`src/rtl/dma_arb_pkg.sv`:
```
package dma_arb_pkg;
  typedef enum logic [2:0] {
    ST_IDLE    = 3'd0,
    ST_REQ     = 3'd1,
    ST_WAIT_AS = 3'd2,
    ST_OWN     = 3'd3,
    ST_RELEASE = 3'd4
  } arb_state_t;
endpackage

```
`src/rtl/sync_chain.sv`:
```
module sync_chain #(
  parameter int WIDTH  = 1,
  parameter int STAGES = 2
) (
  input  logic             clk,
  input  logic             rst,
  input  logic [WIDTH-1:0] d,
  output logic [WIDTH-1:0] q
);
  logic [WIDTH-1:0] stage_q [STAGES];

  generate
    for (genvar s = 0; s < STAGES; s++) begin : g_stage
      if (s == 0) begin : g_first
        always_ff @(posedge clk) begin
          if (rst) stage_q[0] <= '0;
          else     stage_q[0] <= d;
        end
      end else begin : g_next
        always_ff @(posedge clk) begin
          if (rst) stage_q[s] <= '0;
          else     stage_q[s] <= stage_q[s-1];
        end
      end
    end
  endgenerate

  assign q = stage_q[STAGES-1];
endmodule

```
`src/rtl/burst_counter.sv`:
```
module burst_counter #(
  parameter int LEN_W = 4
) (
  input  logic             clk,
  input  logic             rst,
  input  logic             load,
  input  logic [LEN_W-1:0] load_val,
  input  logic             dec,
  output logic             is_last
);
  localparam logic [LEN_W-1:0] ONE = LEN_W'(1);

  logic [LEN_W-1:0] remaining;

  always_ff @(posedge clk) begin
    if (rst)
      remaining <= '0;
    else if (load)
      remaining <= (load_val == '0) ? ONE : load_val;
    else if (dec)
      remaining <= remaining - ONE;
  end

  assign is_last = (remaining == ONE);

  // a transfer is never counted past the end of the burst
  p_no_underflow_r6: assert property (@(posedge clk) disable iff (rst)
    dec |-> remaining != '0);
endmodule

```
`src/rtl/dma_bus_requester.sv`:
```
module dma_bus_requester
  import dma_arb_pkg::*;
#(
  parameter int LEN_W       = 4,
  parameter int SYNC_STAGES = 2
) (
  input  logic             clk,
  input  logic             rst,
  input  logic             start,
  input  logic [LEN_W-1:0] burst_len,
  input  logic             xfer_done,
  input  logic             bus_grant,
  input  logic             addr_strobe,
  output logic             bus_req,
  output logic             grant_ack,
  output logic             bus_owned,
  output logic             done
);
  arb_state_t state;
  logic [1:0] sync_out;
  logic       grant_s;
  logic       strobe_s;
  logic       cnt_load;
  logic       cnt_dec;
  logic       cnt_last;

  sync_chain #(.WIDTH(2), .STAGES(SYNC_STAGES)) u_sync (
    .clk (clk),
    .rst (rst),
    .d   ({bus_grant, addr_strobe}),
    .q   (sync_out)
  );
  assign grant_s  = sync_out[1];
  assign strobe_s = sync_out[0];

  assign cnt_load = (state == ST_IDLE) && start;
  assign cnt_dec  = (state == ST_OWN) && xfer_done;

  burst_counter #(.LEN_W(LEN_W)) u_cnt (
    .clk      (clk),
    .rst      (rst),
    .load     (cnt_load),
    .load_val (burst_len),
    .dec      (cnt_dec),
    .is_last  (cnt_last)
  );

  always_ff @(posedge clk) begin
    if (rst) begin
      state     <= ST_IDLE;
      bus_req   <= 1'b0;
      grant_ack <= 1'b0;
      bus_owned <= 1'b0;
      done      <= 1'b0;
    end else begin
      done <= 1'b0;
      unique case (state)
        ST_IDLE: if (start) begin
          bus_req <= 1'b1;
          state   <= ST_REQ;
        end
        ST_REQ: if (grant_s) state <= ST_WAIT_AS;
        ST_WAIT_AS: if (!strobe_s) begin
          bus_req   <= 1'b0;
          grant_ack <= 1'b1;
          bus_owned <= 1'b1;
          state     <= ST_OWN;
        end
        ST_OWN: if (xfer_done && cnt_last) begin
          grant_ack <= 1'b0;
          bus_owned <= 1'b0;
          state     <= ST_RELEASE;
        end
        ST_RELEASE: begin
          done  <= 1'b1;
          state <= ST_IDLE;
        end
        default: state <= ST_IDLE;
      endcase
    end
  end

  // mastership is claimed only out of the wait state with the strobe idle
  p_ack_after_strobe_r3: assert property (@(posedge clk) disable iff (rst)
    $rose(grant_ack) |-> ($past(state) == ST_WAIT_AS) && !$past(strobe_s));

  // the wait state is entered only once the grant has been seen
  p_wait_needs_grant_r3: assert property (@(posedge clk) disable iff (rst)
    (state == ST_WAIT_AS) && ($past(state) != ST_WAIT_AS) |-> $past(grant_s));

  // request and acknowledge are never high together
  p_req_ack_exclusive_r4: assert property (@(posedge clk) disable iff (rst)
    grant_ack |-> !bus_req);

  // driver enable follows the acknowledge
  p_owned_is_ack_r5: assert property (@(posedge clk) disable iff (rst)
    bus_owned == grant_ack);

  // completion is one cycle wide and follows the hand-back
  p_done_pulse_r7: assert property (@(posedge clk) disable iff (rst)
    done |=> !done);
  p_done_after_release_r7: assert property (@(posedge clk) disable iff (rst)
    $rose(done) |-> !grant_ack && $past(grant_ack, 2));
endmodule

```
`config.mk`:
```
export PLATFORM = sky130hd
export DESIGN_NAME = dma_bus_requester
export DESIGN_NICKNAME = d
export VERILOG_FILES = /design/src/rtl/dma_arb_pkg.sv /design/src/rtl/sync_chain.sv /design/src/rtl/burst_counter.sv /design/src/rtl/dma_bus_requester.sv
export SDC_FILE = /design/constraint.sdc
export NUM_CORES = 1
export LEC_CHECK = 0
export ABC_CLOCK_PERIOD_IN_PS = 2300
export BUFFER_PORTS_ARGS = -buffer_cell sky130_fd_sc_hd__buf_4
export CAP_MARGIN = 5
export CORE_AREA = 8 8 45 47
export DETAILED_ROUTE_END_ITERATION = 10
export DIE_AREA = 0 0 53 55
export GPL_ROUTABILITY_DRIVEN = 0
export PLACE_DENSITY = 0.75
export SYNTH_ARGS = -nofsm -noshare
export SYNTH_HDL_FRONTEND = slang
export SYNTH_HIERARCHICAL = 1
export SYNTH_SLANG_ARGS = --single-unit
```
`constraint.sdc`:
```
create_clock -name clk -period 2.3 [get_ports clk]
set_input_delay 0.115 -clock clk [delete_from_list [all_inputs] [get_ports clk]]
set_output_delay 0.115 -clock clk [all_outputs]
set_load 0.1 [all_outputs]
```
==> impl_summary.log <==
INFO  metric design.core.area = 0.00138 mm²
INFO  metric worstSetupEndpointType = flip-flop
INFO  metric first_global_vias = 513
INFO  metric sequentialPowerShare = 49.9%
INFO  metric avgSynthCellArea = 9.61 µm²
INFO  metric multi_input_comb_area = 338 µm²
INFO  metric place_hpwl = 893 µm
INFO  metric cts_max_path_buffers = 2
INFO  metric cts_setup_buffers = 0
INFO  metric crit_fanout = 10
INFO  metric finalMaxSlewViolations = 0
INFO  metric leakagePower = 0.329 nW
INFO  metric drive_gt1_share = 27.7%
INFO  metric final-seq-area = 280 µm²
INFO  metric cts.clk_slew.worst_paths = 0.08 ns
INFO  metric synthSimpleGateAreaFrac = 29.1%
INFO  metric area_growth = 19.8%
INFO  metric grt_pass1_wl = 2.11 mm
INFO  metric hold-path-cell-count = 2
INFO  metric finalSetupTns = 0 ns
INFO  metric result_of_the_run = complete, no violations
INFO  metric number_of_vias_in_the_routed_layout = 503
INFO  metric final_critical_delay_including_setup_and_external_delays = 1.61 ns
INFO  metric worstRegToRegCells = 5
INFO  metric finalPower = 548 µW
INFO  metric final_core_utilization = 57.4%
INFO  metric met3RoutedLength = 55 µm
INFO  metric finalCritPeriodShare = 70.2%
INFO  metric clock_power_share = 31.3%
INFO  metric start_kind = flip-flop
INFO  metric portBuffers = 13
INFO  metric synth.mux.area_fraction = 0%
INFO  metric grt_overflow_total = 0
INFO  metric mappedNetlistArea = 663 µm²
INFO  metric fp.dieW = 53 µm
INFO  metric count_of_flip_flops_with_a_built_in_enable_after_synthesis = 0
INFO  metric power.share.switching = 28.3%
INFO  metric maxCapViolations = 0
INFO  metric top_level_ports = 14
INFO  metric post_synth_top_area_cell = dfxtp_1
INFO  metric num_antenna_cells = 0
INFO  metric wirelength = 1.21 mm
INFO  metric cts_repair_resize_count = 0
INFO  metric relSlewSlack = 74.5%
INFO  metric wl_per_cell = 12.3 µm
INFO  metric intPower = 393 µW
INFO  metric ys_async_sr_fraction = 0%
INFO  metric standard_cell_rows = 14
INFO  metric place_worst_setup_slack = 0.740 ns
INFO  metric cp.required = 2.47 ns
INFO  metric synthXorXnorAreaFrac = 3.96%
INFO  metric starting_density_of_the_core = 47.9%
INFO  metric number_of_instances_in_the_synthesized_netlist = 69
INFO  metric fp.dieArea = 0.00292 mm²
INFO  metric grt_max_degree = 15
INFO  metric die_h = 55 µm
INFO  metric cts_tree = done
INFO  metric synth_compound_area_share = 14.2%
INFO  metric synth_top_family_by_area = simple AND/OR/NAND/NOR gates
INFO  metric grtUsageTotal = 9.82%
INFO  metric rsz0062_at_grt = no
INFO  metric nFillCells = 131
INFO  metric firstDrtPassIters = 4
INFO  metric m1WireLength = 598 µm
INFO  metric achievable_clock_frequency = 619 MHz
INFO  metric drc = 0
INFO  metric detailedRoute.firstIterationViolations = 12
INFO  metric synth_largest_type_area_fraction = 42.3%
INFO  metric count_of_antenna_violating_nets_left_after_detailed_routing = 0
INFO  metric synth_cell_types = 30
INFO  metric synth-adder-area-share = 3.77%
INFO  metric r2r_slack = 0.69 ns
INFO  metric antenna_violations_before_repair = 0
INFO  metric synth_seq_area_share = 42.3%
INFO  metric timing.critical_path.arrival = 1.78 ns
INFO  metric clock-sinks = 14
INFO  metric synth-warning-count = 6
INFO  metric irDropWorstVdd = 396 µV
INFO  metric syn-num-nets = 81
INFO  metric finalHoldViolCount = 0
INFO  metric fin_skew = 0.00293 ns
INFO  metric clock_tree.htree_level_count = 1
INFO  metric clock_insertion_delay_worst_skew = 0.27 ns
INFO  metric critPathKind = reg2reg
INFO  metric numCtsBuffers = 3
INFO  metric finalSetupViolations = 0
INFO  metric powerDensity = 689 mW/mm²
INFO  metric met2WireLength = 550 µm
INFO  metric switching_power = 155 µW
INFO  metric dr.max_layer_used = met4
INFO  metric synth_ff_type = dfxtp_1
INFO  metric synthTopCellsByCount = 14 x dfxtp_1, 8 x nor2b_1
INFO  metric synthTopCellsByArea = dfxtp_1 42%, nor2b_1 7.5%, ha_1 3.8%
INFO  metric synth-seq-cells = 14
INFO  metric pwr-share-comb = 18.8%
INFO  metric layout.nets = 96
INFO  metric holdWs = 0.0558 ns
INFO  metric clock-root-buffer = clkbuf_4
INFO  metric post_cts_hold_buffer_count = 0
INFO  metric yosysMostFrequentCell = dfxtp_1
INFO  metric min_path_type = in2reg
INFO  metric detail_routed_via_count_per_cell = 5.08
INFO  metric worst-slew-pin-transition = 0.381 ns
INFO  metric fin_ws = 0.686 ns
[sequential cells by signal (all words and copies together), names as in the netlist]
signal and flops:
u_cnt/remaining 4, state 3, bus_req 1, u_sync/stage_q 4
bus_owned 1, done 1
[path summary, 6_finish.rpt]
kind / end / startpoint
worst max-delay path: u_cnt/remaining[3] / state[1]
worst min-delay path: u_sync/stage_q[0][1] / bus_grant
worst max register to register: u_cnt/remaining[3] / state[1]
worst min register to register: u_sync/stage_q[1][1] / u_sync/stage_q[0][1]
[critical path, cell delays in order (launching register included)]
cell,delay [ns]
dfxtp_1,0.49
nor2b_1,0.20
and3_1,0.28
nor4b_4,0.25
xor2_1,0.12
o21a_1,0.18
[logic make-up (layout without fill, tap and decap cells)]
| logic type | count (synthesis) | count (layout) |
|---|---|---|
| buf+inv | 8 | 22 |
| xor+xnor | 3 | 3 |
| simple gates | 29 | 29 |
| flops | 14 | 14 |
| fa+ha+maj | 2 | 2 |
| compound gates | 13 | 13 |
[power by group through the flow]
stage / logic, mW / registers (mW) / clock network (mW)
after detailed placement: 0.103 / 0.278 / 0
final: 0.103 / 0.273 / 0.172
after global placement: 0.101 / 0.278 / 0
after global routing: 0.112 / 0.276 / 0.190
after floorplan: 0.0582 / 0.295 / 0
after CTS: 0.104 / 0.273 / 0.178
[layer usage]
layer,global-route usage (%),vias to the layer above
met5,0,-
met4,5.17,0
met3,3.48,2
met2,15.2,12
met1,11.7,224
li1,-,265
[metrics by stage]
stage	area [µm²]	cells
floorplan	663	69
global placement	758	95
detailed placement	758	95
CTS	795	99
global route	795	99
finish	795	99
[area by class of cell]
type / count / share of cell area [%]
tap: 16 / 2.52
sequential: 14 / 35.3
inverter: 4 / 1.89
timing repair buffer: 14 / 13.2
multi-input combinational: 47 / 42.5
clock buffer: 4 / 4.57
[cell usage in the layout, fill, tap and decap left out]
master / n
and3_1: 1
a211oi_1: 1
nand2_1: 4
or4b_4: 1
dfxtp_1: 14
buf_4: 14
a21oi_2: 1
inv_1: 4
nor2b_1: 8
nor4b_4: 1
nor2_1: 4
ha_1: 2
nor3b_1: 1
nor4b_1: 1
nor3_1: 4
a211o_2: 1
a2111oi_1: 1
nand2b_1: 2
o21a_1: 2
nor4b_2: 1
a21oi_1: 3
nand3_1: 1
clkbuf_8: 1
clkbuf_4: 3
o21ai_0: 1
xor2_1: 2
a22oi_1: 1
xnor2_1: 1
a31o_1: 1
a31oi_1: 1
No activity file was read; power rests on OpenSTA's default activity.
